===== src/rtl/eecfg_pkg.sv =====
package eecfg_pkg;
  localparam int ADDR_W = 8;
  localparam int DATA_W = 32;
  localparam logic [ADDR_W-1:0] PIN_OFS  = 8'h80;
  localparam logic [ADDR_W-1:0] DROP_OFS = 8'hC0;
  localparam logic [ADDR_W-1:0] GATE_OFS = 8'h00;
  localparam int SK_BIT = 7;
  localparam int DI_BIT = 6;

  typedef struct packed {
    logic cs;
    logic sk;
    logic di;
  } ee_pins_t;
endpackage


===== src/rtl/eecfg_pin_ctl.sv =====
module eecfg_pin_ctl
  import eecfg_pkg::*;
#(
  parameter logic [ADDR_W-1:0] PIN_A  = PIN_OFS,
  parameter logic [ADDR_W-1:0] DROP_A = DROP_OFS
) (
  input  logic              clk_i,
  input  logic              rst_ni,
  input  logic              wr_i,
  input  logic [ADDR_W-1:0] addr_i,
  input  logic              sk_bit_i,
  input  logic              di_bit_i,
  output logic              claim_o,
  output ee_pins_t          pins_o
);
  logic hit_pin, hit_drop;
  assign hit_pin  = wr_i && (addr_i == PIN_A);
  assign hit_drop = wr_i && (addr_i == DROP_A);
  assign claim_o  = hit_pin || hit_drop;

  always_ff @(posedge clk_i or negedge rst_ni) begin
    if (!rst_ni) begin
      pins_o <= '0;
    end else if (hit_pin) begin
      pins_o.cs <= 1'b1;
      pins_o.sk <= sk_bit_i;
      pins_o.di <= di_bit_i;
    end else if (hit_drop) begin
      pins_o <= '0;
    end
  end

  AST_PIN_SET: assert property (@(posedge clk_i) disable iff (!rst_ni)
    (wr_i && addr_i == PIN_A) |=> (pins_o.cs && pins_o.sk == $past(sk_bit_i) && pins_o.di == $past(di_bit_i)));
  AST_PIN_DROP: assert property (@(posedge clk_i) disable iff (!rst_ni)
    (wr_i && addr_i == DROP_A) |=> (pins_o == '0));
  AST_PIN_HOLD: assert property (@(posedge clk_i) disable iff (!rst_ni)
    !(wr_i && (addr_i == PIN_A || addr_i == DROP_A)) |=> $stable(pins_o));
endmodule


===== src/rtl/eecfg_rd_gate.sv =====
module eecfg_rd_gate
  import eecfg_pkg::*;
#(
  parameter logic [ADDR_W-1:0] GATE_A = GATE_OFS
) (
  input  logic [ADDR_W-1:0] addr_i,
  input  logic              byte_i,
  input  logic              ee_do_i,
  input  logic [DATA_W-1:0] base_rdata_i,
  output logic [DATA_W-1:0] rdata_o
);
  logic zero_lo;
  assign zero_lo = byte_i && (addr_i == GATE_A) && !ee_do_i;

  always_comb begin
    rdata_o = base_rdata_i;
    if (zero_lo) rdata_o[7:0] = 8'h00;
  end

  always_comb begin
    if (!(byte_i && addr_i == GATE_A)) begin
      AST_RD_PASS: assert (rdata_o == base_rdata_i);
    end
    AST_RD_UPPER: assert (rdata_o[DATA_W-1:8] == base_rdata_i[DATA_W-1:8]);
  end
endmodule


===== src/rtl/eecfg_sum_chk.sv =====
module eecfg_sum_chk #(
  parameter int           WORDS  = 64,
  parameter int           SUM_W  = 16,
  parameter logic [15:0]  TARGET = 16'h1234,
  localparam int          CNT_W  = $clog2(WORDS)
) (
  input  logic             clk_i,
  input  logic             rst_ni,
  input  logic             start_i,
  output logic [CNT_W-1:0] word_addr_o,
  input  logic [SUM_W-1:0] word_data_i,
  output logic             busy_o,
  output logic             done_o,
  output logic             valid_o,
  output logic [SUM_W-1:0] sum_o
);
  logic [CNT_W-1:0] cnt_q;
  logic [SUM_W-1:0] acc_q, acc_nx;
  logic             last;

  assign last        = (cnt_q == CNT_W'(WORDS - 1));
  assign acc_nx      = acc_q + word_data_i;
  assign word_addr_o = cnt_q;

  always_ff @(posedge clk_i or negedge rst_ni) begin
    if (!rst_ni) begin
      cnt_q   <= '0;
      acc_q   <= '0;
      busy_o  <= 1'b0;
      done_o  <= 1'b0;
      valid_o <= 1'b0;
      sum_o   <= '0;
    end else begin
      done_o <= 1'b0;
      if (!busy_o) begin
        if (start_i) begin
          busy_o  <= 1'b1;
          cnt_q   <= '0;
          acc_q   <= '0;
          valid_o <= 1'b0;
        end
      end else begin
        acc_q <= acc_nx;
        cnt_q <= cnt_q + 1'b1;
        if (last) begin
          busy_o  <= 1'b0;
          done_o  <= 1'b1;
          sum_o   <= acc_nx;
          valid_o <= (acc_nx == SUM_W'(TARGET));
        end
      end
    end
  end

  AST_START_BUSY: assert property (@(posedge clk_i) disable iff (!rst_ni)
    (start_i && !busy_o) |=> (busy_o && word_addr_o == '0));
  AST_ADDR_STEP: assert property (@(posedge clk_i) disable iff (!rst_ni)
    (busy_o && !last) |=> (busy_o && word_addr_o == $past(word_addr_o) + 1'b1));
  AST_DONE_PULSE: assert property (@(posedge clk_i) disable iff (!rst_ni)
    done_o |=> !done_o);
  AST_DONE_END: assert property (@(posedge clk_i) disable iff (!rst_ni)
    (busy_o && last) |=> (done_o && !busy_o));
  AST_VALID_HOLD: assert property (@(posedge clk_i) disable iff (!rst_ni)
    (!busy_o && !start_i) |=> $stable(valid_o));
endmodule


===== src/rtl/eecfg_port.sv =====
module eecfg_port
  import eecfg_pkg::*;
#(
  parameter int WORDS = 64,
  localparam int CNT_W = $clog2(WORDS)
) (
  input  logic              clk_i,
  input  logic              rst_ni,
  input  logic              cfg_wr_i,
  input  logic [ADDR_W-1:0] cfg_addr_i,
  input  logic [DATA_W-1:0] cfg_wdata_i,
  input  logic              cfg_byte_i,
  output logic              base_wr_o,
  output logic [ADDR_W-1:0] base_addr_o,
  output logic [DATA_W-1:0] base_wdata_o,
  input  logic [DATA_W-1:0] base_rdata_i,
  output logic [DATA_W-1:0] cfg_rdata_o,
  output logic              ee_cs_o,
  output logic              ee_sk_o,
  output logic              ee_di_o,
  input  logic              ee_do_i,
  input  logic              chk_start_i,
  output logic [CNT_W-1:0]  word_addr_o,
  input  logic [15:0]       word_data_i,
  output logic              chk_busy_o,
  output logic              chk_done_o,
  output logic              chk_valid_o,
  output logic [15:0]       chk_sum_o
);
  ee_pins_t pins;
  logic     claim;

  eecfg_pin_ctl i_pin_ctl (
    .clk_i    (clk_i),
    .rst_ni   (rst_ni),
    .wr_i     (cfg_wr_i),
    .addr_i   (cfg_addr_i),
    .sk_bit_i (cfg_wdata_i[SK_BIT]),
    .di_bit_i (cfg_wdata_i[DI_BIT]),
    .claim_o  (claim),
    .pins_o   (pins)
  );

  assign ee_cs_o = pins.cs;
  assign ee_sk_o = pins.sk;
  assign ee_di_o = pins.di;

  assign base_wr_o    = cfg_wr_i && !claim;
  assign base_addr_o  = cfg_addr_i;
  assign base_wdata_o = cfg_wdata_i;

  eecfg_rd_gate i_rd_gate (
    .addr_i       (cfg_addr_i),
    .byte_i       (cfg_byte_i),
    .ee_do_i      (ee_do_i),
    .base_rdata_i (base_rdata_i),
    .rdata_o      (cfg_rdata_o)
  );

  eecfg_sum_chk #(.WORDS(WORDS), .SUM_W(16), .TARGET(16'h1234)) i_sum_chk (
    .clk_i       (clk_i),
    .rst_ni      (rst_ni),
    .start_i     (chk_start_i),
    .word_addr_o (word_addr_o),
    .word_data_i (word_data_i),
    .busy_o      (chk_busy_o),
    .done_o      (chk_done_o),
    .valid_o     (chk_valid_o),
    .sum_o       (chk_sum_o)
  );

  AST_NO_FWD: assert property (@(posedge clk_i) disable iff (!rst_ni)
    (cfg_wr_i && (cfg_addr_i == PIN_OFS || cfg_addr_i == DROP_OFS)) |-> !base_wr_o);
endmodule


===== config.mk =====
export PLATFORM = sky130hd
export DESIGN_NAME = eecfg_port
export DESIGN_NICKNAME = d
export VERILOG_FILES = /design/src/rtl/eecfg_pkg.sv /design/src/rtl/eecfg_pin_ctl.sv /design/src/rtl/eecfg_rd_gate.sv /design/src/rtl/eecfg_sum_chk.sv /design/src/rtl/eecfg_port.sv
export SDC_FILE = /design/constraint.sdc
export NUM_CORES = 1
export LEC_CHECK = 0
export ABC_CLOCK_PERIOD_IN_PS = 2760
export BUFFER_PORTS_ARGS = -buffer_cell sky130_fd_sc_hd__buf_2
export CORE_UTILIZATION = 29
export CTS_CLUSTER_DIAMETER = 150
export CTS_CLUSTER_SIZE = 30
export DETAILED_ROUTE_END_ITERATION = 8
export PLACE_DENSITY_LB_ADDON = 0.25
export SLEW_MARGIN = 15
export SYNTH_ARGS = -nofsm -noshare
export SYNTH_HDL_FRONTEND = slang
export SYNTH_SLANG_ARGS = --single-unit
export TNS_END_PERCENT = 100

===== constraint.sdc =====
create_clock -name clk_i -period 2.76 [get_ports clk_i]
set_clock_uncertainty 0.1 [all_clocks]
set_input_delay 0.138 -clock clk_i [delete_from_list [all_inputs] [get_ports clk_i]]
set_output_delay 0.138 -clock clk_i [all_outputs]
set_load 0.02 [all_outputs]

==> Word level (Yosys, flattened, before mapping) <==
Cells that the tools add are included.
{ "totals": {"in_bits": 94, "output_inout_bits": 101, "word_cells": 44, "register_bits": 44} }
{ "op_classes": {"n_addsub": 2, "n_reduce_logical": 13, "mux": 15, "n_eq_ne": 5} }
{ "ops": {"columns": ["cell", "n"], "rows": [
  ["16-bit two-way mux", 2],
  ["16-bit adder", 1],
  ["16-bit by 13-bit == test with 1-bit output (second input constant)", 1],
  ["8-bit == test (second input constant)", 2],
  ["6-bit two-way mux", 2],
  ["8-bit logical NOT", 1],
  ["1-bit two-way mux", 8],
  ["8-bit two-way mux", 1],
  ["6-bit by 1-bit adder with 6-bit output (second input constant)", 1],
  ["6-bit == test (second input constant)", 1],
  ["3-bit two-way mux", 2],
  ["1-bit logical AND", 5],
  ["2-bit AND reduction", 2],
  ["2-bit nonzero test", 2],
  ["1-bit logical NOT", 2],
  ["2-bit inequality test (second input constant)", 1],
  ["1-bit logical OR", 1]
]} }

==> Logic depth before layout (Yosys ltp) <==
Gate-level depths: netlist (run 1).
{ "logic_depth": {"depth_word": 5, "mapped_depth": 9} }

==> Modules after synthesis <==
A second synthesis (run 1) with hierarchy kept.
{ "unflattened": {"cells_unflattened": 328, "hier_area_um2": 3007.9} }
{ "by_module_without_submodules": {"columns": ["module", "area_each_um2", "cells_each", "n_inst", "seq_area_each_um2"], "rows": [
  ["eecfg_sum_chk", 2237.1, 231, 1, 1026.0],
  ["eecfg_port", 314.1, 41, 1, 0.0],
  ["eecfg_rd_gate", 300.3, 43, 1, 0.0],
  ["eecfg_pin_ctl", 156.4, 13, 1, 75.1]
]} }

==> Worst setup path after synthesis (run 1) <==
No wires, ideal clock.
{ "synth_path": {"kind": "register -> register", "start": "register i_sum_chk.acc_q[0]", "end": "register i_sum_chk.valid_o", "n_path_buf": 0, "synth_period_minus_slack_ns": 2.532, "path_slack_ns": 0.228, "t_arrival_ns": 2.356, "path_stages_with_launch": 10, "setup_time_ns": 0.076, "path_cell_list": "dfrtp_1 > ha_1 > fa_1 > xor2_1 > nand4_1 > a2111oi_2 > o2111ai_1 > a2111oi_2 > nand4_1 > o21ai_1"} }
{ "synth_between": {"elab_chain_len": 4} }
{ "synth_rtl": {"columns": ["item", "line_no", "rtl"], "rows": [
  ["start: declaration", "eecfg_sum_chk.sv:18", "logic [SUM_W-1:0] acc_q, acc_nx;"],
  ["start signal: assignment", "eecfg_sum_chk.sv:43", "acc_q <= acc_nx;"],
  ["16-bit adder", "eecfg_sum_chk.sv:22", "assign acc_nx = acc_q + word_data_i;"],
  ["16-bit by 13-bit == test with 1-bit output", "eecfg_sum_chk.sv:49", "valid_o <= (acc_nx == SUM_W'(TARGET));"],
  ["1-bit two-way mux", "eecfg_sum_chk.sv:45", "if (last) begin"],
  ["1-bit two-way mux", "eecfg_sum_chk.sv:35", "if (!busy_o) begin"],
  ["end signal: assignment", "eecfg_sum_chk.sv:49", null],
  ["end: declaration", "eecfg_sum_chk.sv:14", "output logic valid_o,"]
]} }
No other way between the ends. The select of a mux whose other input is x is not followed.
A chain may end at the register's enable or synchronous reset.

==> Final worst setup path (run 1) <==
{ "layout_path": {"start": "register i_sum_chk.acc_q[0]", "end": "register i_sum_chk.sum_o[14]"} }
{ "layout_between": {"elab_chain_len": 1} }
{ "layout_rtl": {"columns": ["item", "line_no", "rtl"], "rows": [
  ["16-bit adder", "eecfg_sum_chk.sv:22", null],
  ["end signal: assignment", "eecfg_sum_chk.sv:48", "sum_o <= acc_nx;"],
  ["end: declaration", "eecfg_sum_chk.sv:15", "output logic [SUM_W-1:0] sum_o"]
]} }
No other way between the ends.

==> out/metrics.sh, run 1 <==
OUTCOME='finished clean'
SYN_INST=367
YOSYSWARNINGCOUNT=0
GRT_PASS1_WL_UM=13600
DIE_X_UM=107
ANTENNA_FOUND_INITIAL=0
CTS_TREE='built'
SYNTH_COMPOUND_GATE_AREA_SHARE_PCT=18.9
DESIGN_POWER_TOTAL_mW=4.27
CLOCK_LATENCY_NS=0.30
CRIT_CHAIN='ha_4, fa_2, a21oi_2, o211ai_1, o221a_2, o2111ai_2, a211o_1, o311ai_2, mux2_2'
ANTENNADIODECOUNT=0
LAYOUT-DRIVE-GT1-SHARE_PCT=32.3
RSZ_0062_RAISED_AFTER_GLOBAL_ROUTING='true'
CRITICAL-PATH-TOP-DELAY-FAMILY='compound AO/OA/AOI/OAI gates'
SETUP.WORST_PATH.END_CLASS='register'
SYNTHADDERAREAFRAC_PCT=6.86
PLACEMENTROWS=38
SYNTHMUXAREASHARE_PCT=0.974
SETUP-VIOLATIONS-FINAL=0
FINAL.MIN_CLOCK_PERIOD_NS=2.63
MAX_CLOCK_FREQ_MHz=380
PLACE.GP.CONGESTION=0.870
DOMINANT_COMBINATIONAL_CELL_FAMILY_BY_AREA_AFTER_SYNTHESIS='compound AO/OA/AOI/OAI gates'
FINAL_MAX_SLEW_VIOL_COUNT=0
PATH_TYPE_OF_THE_WORST_MIN_DELAY_PATH='in2reg'
FIRST_GLOBAL_VIAS=2703
IO_BUFFER_COUNT=86
SUM_OF_ROUTED_WIRE_LENGTH_OVER_ALL_LAYERS_UM=8570
YS_FF_LATCH=44
SYNTH_SEQ_AREA_SHARE_PCT=34.3
TIMING_WORST_SLEW_PIN_VALUE_NS=0.599
CLKSLEWWORSTSETUPHOLDPATHS_NS=0.10
TRACK_USAGE_PCT=14.9
SYN-CELL-AREA_MM2=0.00321
CHIPHEIGHT_UM=107
AVERAGE_DETAILED_ROUTED_WIRE_LENGTH_PER_INSTANCE_UM=15.8
POST_SYNTH_NUM_CELL_TYPES=56
AVGSYNTHCELLAREA_UM2=8.75
DP.FINAL_HPWL_UM=6460
HOLD_VIOL_FINAL=0
SYNTH_FP_NETS=478
CP_NUM_BUF_INV=0
COMMONEST_CELLS_AFTER_ROUTING_FILL_AND_TAPS_ASIDE='sky130_fd_sc_hd__buf_2, sky130_fd_sc_hd__nand2_1, sky130_fd_sc_hd__dfrtp_1'
CAP_VIOL_MAX_COUNT=0
CP_SLOWEST_STAGE_DELAY_NS=0.45
CRITPATHARRIVALTIME_NS=2.72
ANTENNA_LEFT=0
POWER_LEAKAGE_nW=1.70
DESIGN.PORTCOUNT=195
WORST-ENDPOINT-REQUIRED_NS=2.85
ROUTE.VIAS.TOTAL=2745
YS_FLOP_TYPE='sky130_fd_sc_hd__dfrtp_1'
POWER_PER_CELL_AREA_mW_PER_MM2=1180
ASYNC_SET_OR_RESET_FLOP_FRACTION_IN_THE_SYNTHESIZED_NETLIST_PCT=100
DRT_FIRST_PASS_ITERS=4
CORE_AREA_MM2=0.0108
GRT_MAX_DEGREE=45
POST-ROUTE-DRC-COUNT=0
CTS-BUFFERS-INSERTED=5
NFILLCELLS=1145
TIMING.SETUP.CRITICAL_PATH_CLASS='reg2reg'
CLOCKROOTBUFFER='sky130_fd_sc_hd__clkbuf_8'
CLOCK_PATH_BUFFERS=2
DETAIL_ROUTE.ITER0.VIOLATIONS=106
NUMBER_OF_ENABLE_FLIP_FLOP_CELLS_AFTER_SYNTHESIS=0
WORST_VDD_DROP_V=0.000376
CRITPATHSLOWESTCELL='sky130_fd_sc_hd__fa_2'
POST-ROUTE-PERIOD-UTIL_PCT=95.3
MAX-SLEW-MARGIN-REL_PCT=60.1
STARTPOINT_TYPE='register'
CLOCK_SINKS=44
SYNTH_SIMPLE_GATE_AREA_SHARE_PCT=18.6
HTREEDEPTH=2
FIN_WORST_HOLD_SLACK_NS=0.114
MOST_FREQUENT_STANDARD_CELL_IN_THE_LAYOUT_EXCLUDING_FILL_AND_TAP_CELLS='sky130_fd_sc_hd__buf_2'
LAYOUT-AREA-OVERHEAD-VS-SYNTH_PCT=12.4
NETS=512
FRACTION_OF_SYNTHESIZED_CELL_AREA_IN_XOR_AND_XNOR_CELLS_PCT=2.18
START_UTIL_PCT=29.8
POST_DRT_VIA_CELL_RATIO=5.06
FP.DIEAREA_MM2=0.0115
CRITPATHMAXFANOUT=4
GRT_OVERFLOW=0
==> Yosys cell counts, types with 3 or more instances <==
cell / number / area, µm²
sky130_fd_sc_hd__o21ai_0: 21 / 105
sky130_fd_sc_hd__a21oi_1: 11 / 55.1
sky130_fd_sc_hd__ha_1: 16 / 200
sky130_fd_sc_hd__nor2_1: 17 / 63.8
sky130_fd_sc_hd__nand3_1: 8 / 40.0
sky130_fd_sc_hd__o2111ai_1: 3 / 26.3
sky130_fd_sc_hd__dfrtp_1: 44 / 1100
sky130_fd_sc_hd__a22o_1: 11 / 96.3
sky130_fd_sc_hd__inv_1: 13 / 48.8
sky130_fd_sc_hd__nor3b_1: 4 / 30.0
sky130_fd_sc_hd__clkbuf_1: 8 / 30.0
sky130_fd_sc_hd__xor2_1: 3 / 26.3
sky130_fd_sc_hd__a21o_1: 3 / 22.5
sky130_fd_sc_hd__nand4_1: 6 / 37.5
sky130_fd_sc_hd__nor4_1: 3 / 18.8
sky130_fd_sc_hd__nand2_1: 51 / 191
sky130_fd_sc_hd__clkbuf_2: 3 / 15.0
sky130_fd_sc_hd__o211ai_1: 3 / 22.5
sky130_fd_sc_hd__xnor2_1: 5 / 43.8
sky130_fd_sc_hd__and3_1: 6 / 37.5
sky130_fd_sc_hd__and2_1: 9 / 56.3
sky130_fd_sc_hd__nor3_1: 7 / 35.0
sky130_fd_sc_hd__buf_4: 64 / 480
sky130_fd_sc_hd__o21ai_1: 3 / 15.0
==> metrics by stage <==
stage,cells,TNS (ns),setup WS (ns),cell area (µm²),util (%)
global route,542,-0.0450,-0.0349,3610,33.4
CTS,541,0,0.0744,3540,32.8
floorplan,367,0,0.228,3210,-
finish,542,0,0.129,3610,33.4
detailed placement,528,0,0.0599,3370,31.2
global placement,528,0,0.0940,3370,31.2
==> cell type report <==
class	instances	area [µm²]	share of cell area, %
clock buffer	5	68.8	1.91
clock inverter	3	46.3	1.28
inverter	13	48.8	1.35
multi-input combinational	233	1590	44.0
sequential	44	1100	30.5
tap	140	175	4.85
timing repair buffer	104	581	16.1
==> cells by family (layout without fill, tap and decap cells) <==
group / Yosys count / count (layout)
muxes: 3 / 3
AOI/OAI and AO/OA: 82 / 82
DFF: 44 / 44
xor gates and xnor gates: 8 / 8
buffers and inverters: 90 / 125
and+or+nand+nor: 123 / 123
adders and majority gates: 17 / 17
==> power by group <==
group          leakage [nW]  internal [mW]  switching [mW]
clock                0.0548          0.273           0.245
combinational          1.15           1.12            1.52
sequential            0.492          0.926           0.188
total                  1.70           2.32            1.95
==> routing by layer <==
layer / GRT usage (%) / part of all wire, % / vias to the layer above
li1: - / - / 1299
met2: 25.9 / 49 / 132
met5: 0 / 0 / -
met1: 18.1 / 42 / 1292
met3: 4.26 / 7.5 / 22
met4: 3.72 / 1.6 / 0
==> worst min-delay path: stages <==
cell and delay, ns:
sky130_fd_sc_hd__buf_2 0.11, sky130_fd_sc_hd__ha_4 0.14, sky130_fd_sc_hd__nand2_1 0.05, sky130_fd_sc_hd__nand2_1 0.04
==> registers in the layout, indices dropped and copies added (netlist names) <==
name / cells
i_sum_chk.word_addr_o: 6
i_sum_chk.sum_o: 16
i_sum_chk.acc_q: 16
i_sum_chk.done_o: 1
i_sum_chk.busy_o: 1
i_sum_chk.valid_o: 1
i_pin_ctl.pins_o: 3
==> path summary, 6_finish.rpt <==
path	start	slack, ns	depth (start not counted)	endpoint
min reg2reg	i_sum_chk.sum_o[13]	0.38	2	i_sum_chk.sum_o[13]
max in group asynchronous	rst_ni	1.87	2	i_sum_chk.sum_o[7]
max	i_sum_chk.acc_q[0]	0.13	9	i_sum_chk.sum_o[14]
min	word_data_i[0]	0.11	4	i_sum_chk.sum_o[0]
max reg2reg	i_sum_chk.acc_q[0]	0.13	9	i_sum_chk.sum_o[14]
min in group asynchronous	rst_ni	0.28	2	i_sum_chk.acc_q[6]
==> repair_timing <==
action	in CTS	in global routing
pin swaps	1	5
gates resized for setup	1	12
endpoints found under the hold margin	48	0
endpoints found under the setup margin	1	2
buffers inserted	0	1
hold buffers	5	0
Power figures use the tool's default switching activity.
==> run 2, diff against run 1 <==
--- a/config.mk
+++ b/config.mk
@@ -5,7 +5,7 @@
 export SDC_FILE = /design/constraint.sdc
 export NUM_CORES = 1
 export LEC_CHECK = 0
-export ABC_CLOCK_PERIOD_IN_PS = 2760
+export ABC_CLOCK_PERIOD_IN_PS = 3300
 export BUFFER_PORTS_ARGS = -buffer_cell sky130_fd_sc_hd__buf_2
 export CORE_UTILIZATION = 29
 export CTS_CLUSTER_DIAMETER = 150
@@ -15,5 +15,6 @@
 export SLEW_MARGIN = 15
 export SYNTH_ARGS = -nofsm -noshare
 export SYNTH_HDL_FRONTEND = slang
+export SYNTH_HIERARCHICAL = 1
 export SYNTH_SLANG_ARGS = --single-unit
 export TNS_END_PERCENT = 100
==> constraint.sdc (replaced) <==
create_clock -name clk_i -period 3.3 [get_ports clk_i]
set_clock_uncertainty 0.1 [all_clocks]
set_input_delay 0.165 -clock clk_i [delete_from_list [all_inputs] [get_ports clk_i]]
set_output_delay 0.165 -clock clk_i [all_outputs]
set_load 0.02 [all_outputs]
==> out/metrics.sh, run 2 <==
SYNTH.TOP_CELL.AREA_SHARE_PCT=36.6
NFILLCELLS=1069
SYNTH_SEQ_AREA_SHARE_PCT=36.6
CLKSLEWWORSTSETUPHOLDPATHS_NS=0.10
SYNTHMOSTINSTANTIATEDCELL='sky130_fd_sc_hd__buf_4'
GRT_OVERFLOW=0
SETUP-VIOLATIONS-FINAL=0
STARTPOINT_TYPE='register'
TNS_NS=0
CTS_REPAIR_RESIZE_COUNT=0
START_UTIL_PCT=30.4
COMMONEST_CELLS_AFTER_ROUTING_FILL_AND_TAPS_ASIDE='sky130_fd_sc_hd__buf_2, sky130_fd_sc_hd__nand2_1, sky130_fd_sc_hd__dfrtp_1'
HOLD_VIOL_FINAL=0
SUM_OF_ROUTED_WIRE_LENGTH_OVER_ALL_LAYERS_UM=7000
CRITPATHMAXFANOUT=4
CORE_AREA_MM2=0.00991
POWER_PER_CELL_AREA_mW_PER_MM2=920
CHIPHEIGHT_UM=104
CLOCK_PATH_BUFFERS=2
POWER_LEAKAGE_nW=1.64
ANTENNADIODECOUNT=0
CP_SLOWEST_STAGE_DELAY_NS=0.43
SYNTH.TOP_CELLS.BY_COUNT='sky130_fd_sc_hd__buf_4, sky130_fd_sc_hd__nand2_1, sky130_fd_sc_hd__dfrtp_1'
AVGSYNTHCELLAREA_UM2=9.17
GRT_PASS1_WL_UM=11400
PLACE.GP.CONGESTION=0.808
MAX-SLEW-MARGIN-REL_PCT=31.9
SYNTH_TOP_AREA_CELL='sky130_fd_sc_hd__dfrtp_1'
POST-ROUTE-PERIOD-UTIL_PCT=92.6
DP.FINAL_HPWL_UM=5220
YS_FLOP_TYPE='sky130_fd_sc_hd__dfrtp_1'
FINAL-INSTANCE-COUNT-EXCL-FILL=490
OUTCOME='finished clean'
SYN_INST=328
PLACEMENTROWS=36
DRT_FIRST_PASS_ITERS=4
NUMBER_OF_ENABLE_FLIP_FLOP_CELLS_AFTER_SYNTHESIS=0
DP.CELLS=480
CTS_TREE='built'
MOST_FREQUENT_STANDARD_CELL_IN_THE_LAYOUT_EXCLUDING_FILL_AND_TAP_CELLS='sky130_fd_sc_hd__buf_2'
CRIT_CHAIN='ha_1, fa_1, a21o_1, nand4_1, a21oi_2, o41a_1, o31a_1, a311o_2, mux2_4'
SYNTH_FP_NETS=439
WORST-ENDPOINT-REQUIRED_NS=3.38
WORST_VDD_DROP_V=0.000348
POST_SYNTH_NUM_CELL_TYPES=47
CLOCK_SINKS=44
REGAREA_MM2=0.00110
TIMING.SETUP.CRITICAL_PATH_CLASS='reg2reg'
FINAL.MIN_CLOCK_PERIOD_NS=3.06
IO_BUFFER_COUNT=86
CRITPATHSLOWESTCELL='sky130_fd_sc_hd__a311o_2'
CP_NUM_BUF_INV=0
FP.DIEAREA_MM2=0.0108
HTREEDEPTH=2
CRITPATHARRIVALTIME_NS=3.14
FINAL_MAX_SLEW_VIOL_COUNT=0
ANTENNA_FOUND_INITIAL=0
GRT_MAX_DEGREE=45
POST-ROUTE-DRC-COUNT=0
TIMING_WORST_SLEW_PIN_VALUE_NS=1.02
CLOCK_LATENCY_NS=0.30
DIE_X_UM=104
ASYNC_SET_OR_RESET_FLOP_FRACTION_IN_THE_SYNTHESIZED_NETLIST_PCT=100
CTS-BUFFERS-INSERTED=5
AREA_USED_BY_MULTI_INPUT_COMBINATIONAL_LOGIC_MM2=0.00134
CRITICAL-PATH-TOP-DELAY-FAMILY='compound AO/OA/AOI/OAI gates'
CAP_VIOL_MAX_COUNT=0
SYN-CELL-AREA_MM2=0.00301
POST_DRT_VIA_CELL_RATIO=4.71
ROUTE.VIAS.TOTAL=2307
YS_FF_LATCH=44
MAX_CLOCK_FREQ_MHz=327
SYNTH_TOP_CELLS_BY_AREA='sky130_fd_sc_hd__dfrtp_1, sky130_fd_sc_hd__buf_4, sky130_fd_sc_hd__ha_1, sky130_fd_sc_hd__nand2_1, sky130_fd_sc_hd__a22o_1'
LAYOUT-AREA-OVERHEAD-VS-SYNTH_PCT=8.49
YOSYSWARNINGCOUNT=6
NETS=467
CLOCKROOTBUFFER='sky130_fd_sc_hd__clkbuf_8'
FIRST_GLOBAL_VIAS=2249
RSZ_0062_RAISED_AFTER_GLOBAL_ROUTING='false'
DESIGN.PORTCOUNT=195
DETAIL_ROUTE.ITER0.VIOLATIONS=107
TRACK_USAGE_PCT=13.2
LAYOUT-DRIVE-GT1-SHARE_PCT=31.9
ANTENNA_LEFT=0
AVERAGE_DETAILED_ROUTED_WIRE_LENGTH_PER_INSTANCE_UM=14.3
SETUP.WORST_PATH.END_CLASS='register'
PATH_TYPE_OF_THE_WORST_MIN_DELAY_PATH='in2reg'
-- run 2: final timing paths --
kind                               startpoint                  end  slack [ns]  cells after the start
setup / recovery           i_sum_chk/acc_q[0]  i_sum_chk/sum_o[14]        0.24                      9
hold / removal                  cfg_addr_i[6]  i_pin_ctl/pins_o[2]        0.02                      2
setup reg to reg           i_sum_chk/acc_q[0]  i_sum_chk/sum_o[14]        0.24                      9
hold reg to reg            i_sum_chk/sum_o[9]   i_sum_chk/sum_o[9]        0.37                      2
max in group asynchronous              rst_ni   i_sum_chk/sum_o[5]        2.00                      2
min in group asynchronous              rst_ni  i_sum_chk/sum_o[10]        0.47                      2
-- run 2: repair_timing --
item,CTS,global route
hold buffers,2,0
endpoints found under the setup margin,0,0
setup buffers,0,0
endpoints found under the hold margin,45,0
-- run 2: metal layers --
metal	part of all wire, %	vias up	routed length [µm]	global-route usage (%)
met5	0	-	0	0
met4	1.2	0	83	4.49
met3	5.5	18	382	3.59
met2	45	67	3120	20.5
met1	49	1087	3420	17.8
li1	-	1135	-	-
-- run 2: final cells by class --
type,count,area share (%)
tap,133,5.10
timing repair buffer,92,14.7
clock buffer,5,2.11
sequential,44,33.7
multi-input combinational,198,41.2
clock inverter,3,1.42
inverter,15,1.73
-- run 2: power by group --
part / leakage, nW / switching [mW] / internal [mW]
combinational: 1.09 / 0.955 / 0.679
sequential: 0.503 / 0.154 / 0.782
clock: 0.0548 / 0.205 / 0.228
-- run 2: through the flow --
| stage | power [mW] | area, µm² | worst slack, ns | hold WS [ns] | utilization (%) |
|---|---|---|---|---|---|
| 3_5_place_dp | 2.58 | 3130 | 0.284 | 0.230 | 31.6 |
| 3_3_place_gp | 2.57 | 3130 | 0.296 | 0.230 | 31.6 |
| 6_report | 3.00 | 3260 | 0.245 | 0.0205 | 32.9 |
| 5_1_grt | 3.26 | 3260 | 0.100 | 0.0202 | 32.9 |
| 2_1_floorplan | 2.23 | 3010 | 0.412 | -0.231 | - |
| 4_1_cts | 3.03 | 3260 | 0.231 | 0.0120 | 32.9 |
-- run 2: cell families (layout without fill, tap and decap cells) --
group,count (synthesis),in the layout,share of synthesized area [%]
adder cells (fa/ha/maj),17,17,7.32
multiplexers,5,5,1.95
flip-flops,44,44,36.6
AO/OA/AOI/OAI,70,70,16.3
AND/OR/NAND/NOR,94,94,15.6
XOR/XNOR,12,12,3.49
buffers and inverters,86,115,18.7
-- run 2: worst reg2reg max path: cells and delay by family, from the launching register on --
kind	cells	cell delay [ns]
and+or+nand+nor	1	0.14
DFF	1	0.40
adders and majority gates	2	0.61
muxes	1	0.26
AOI/OAI and AO/OA	5	1.43
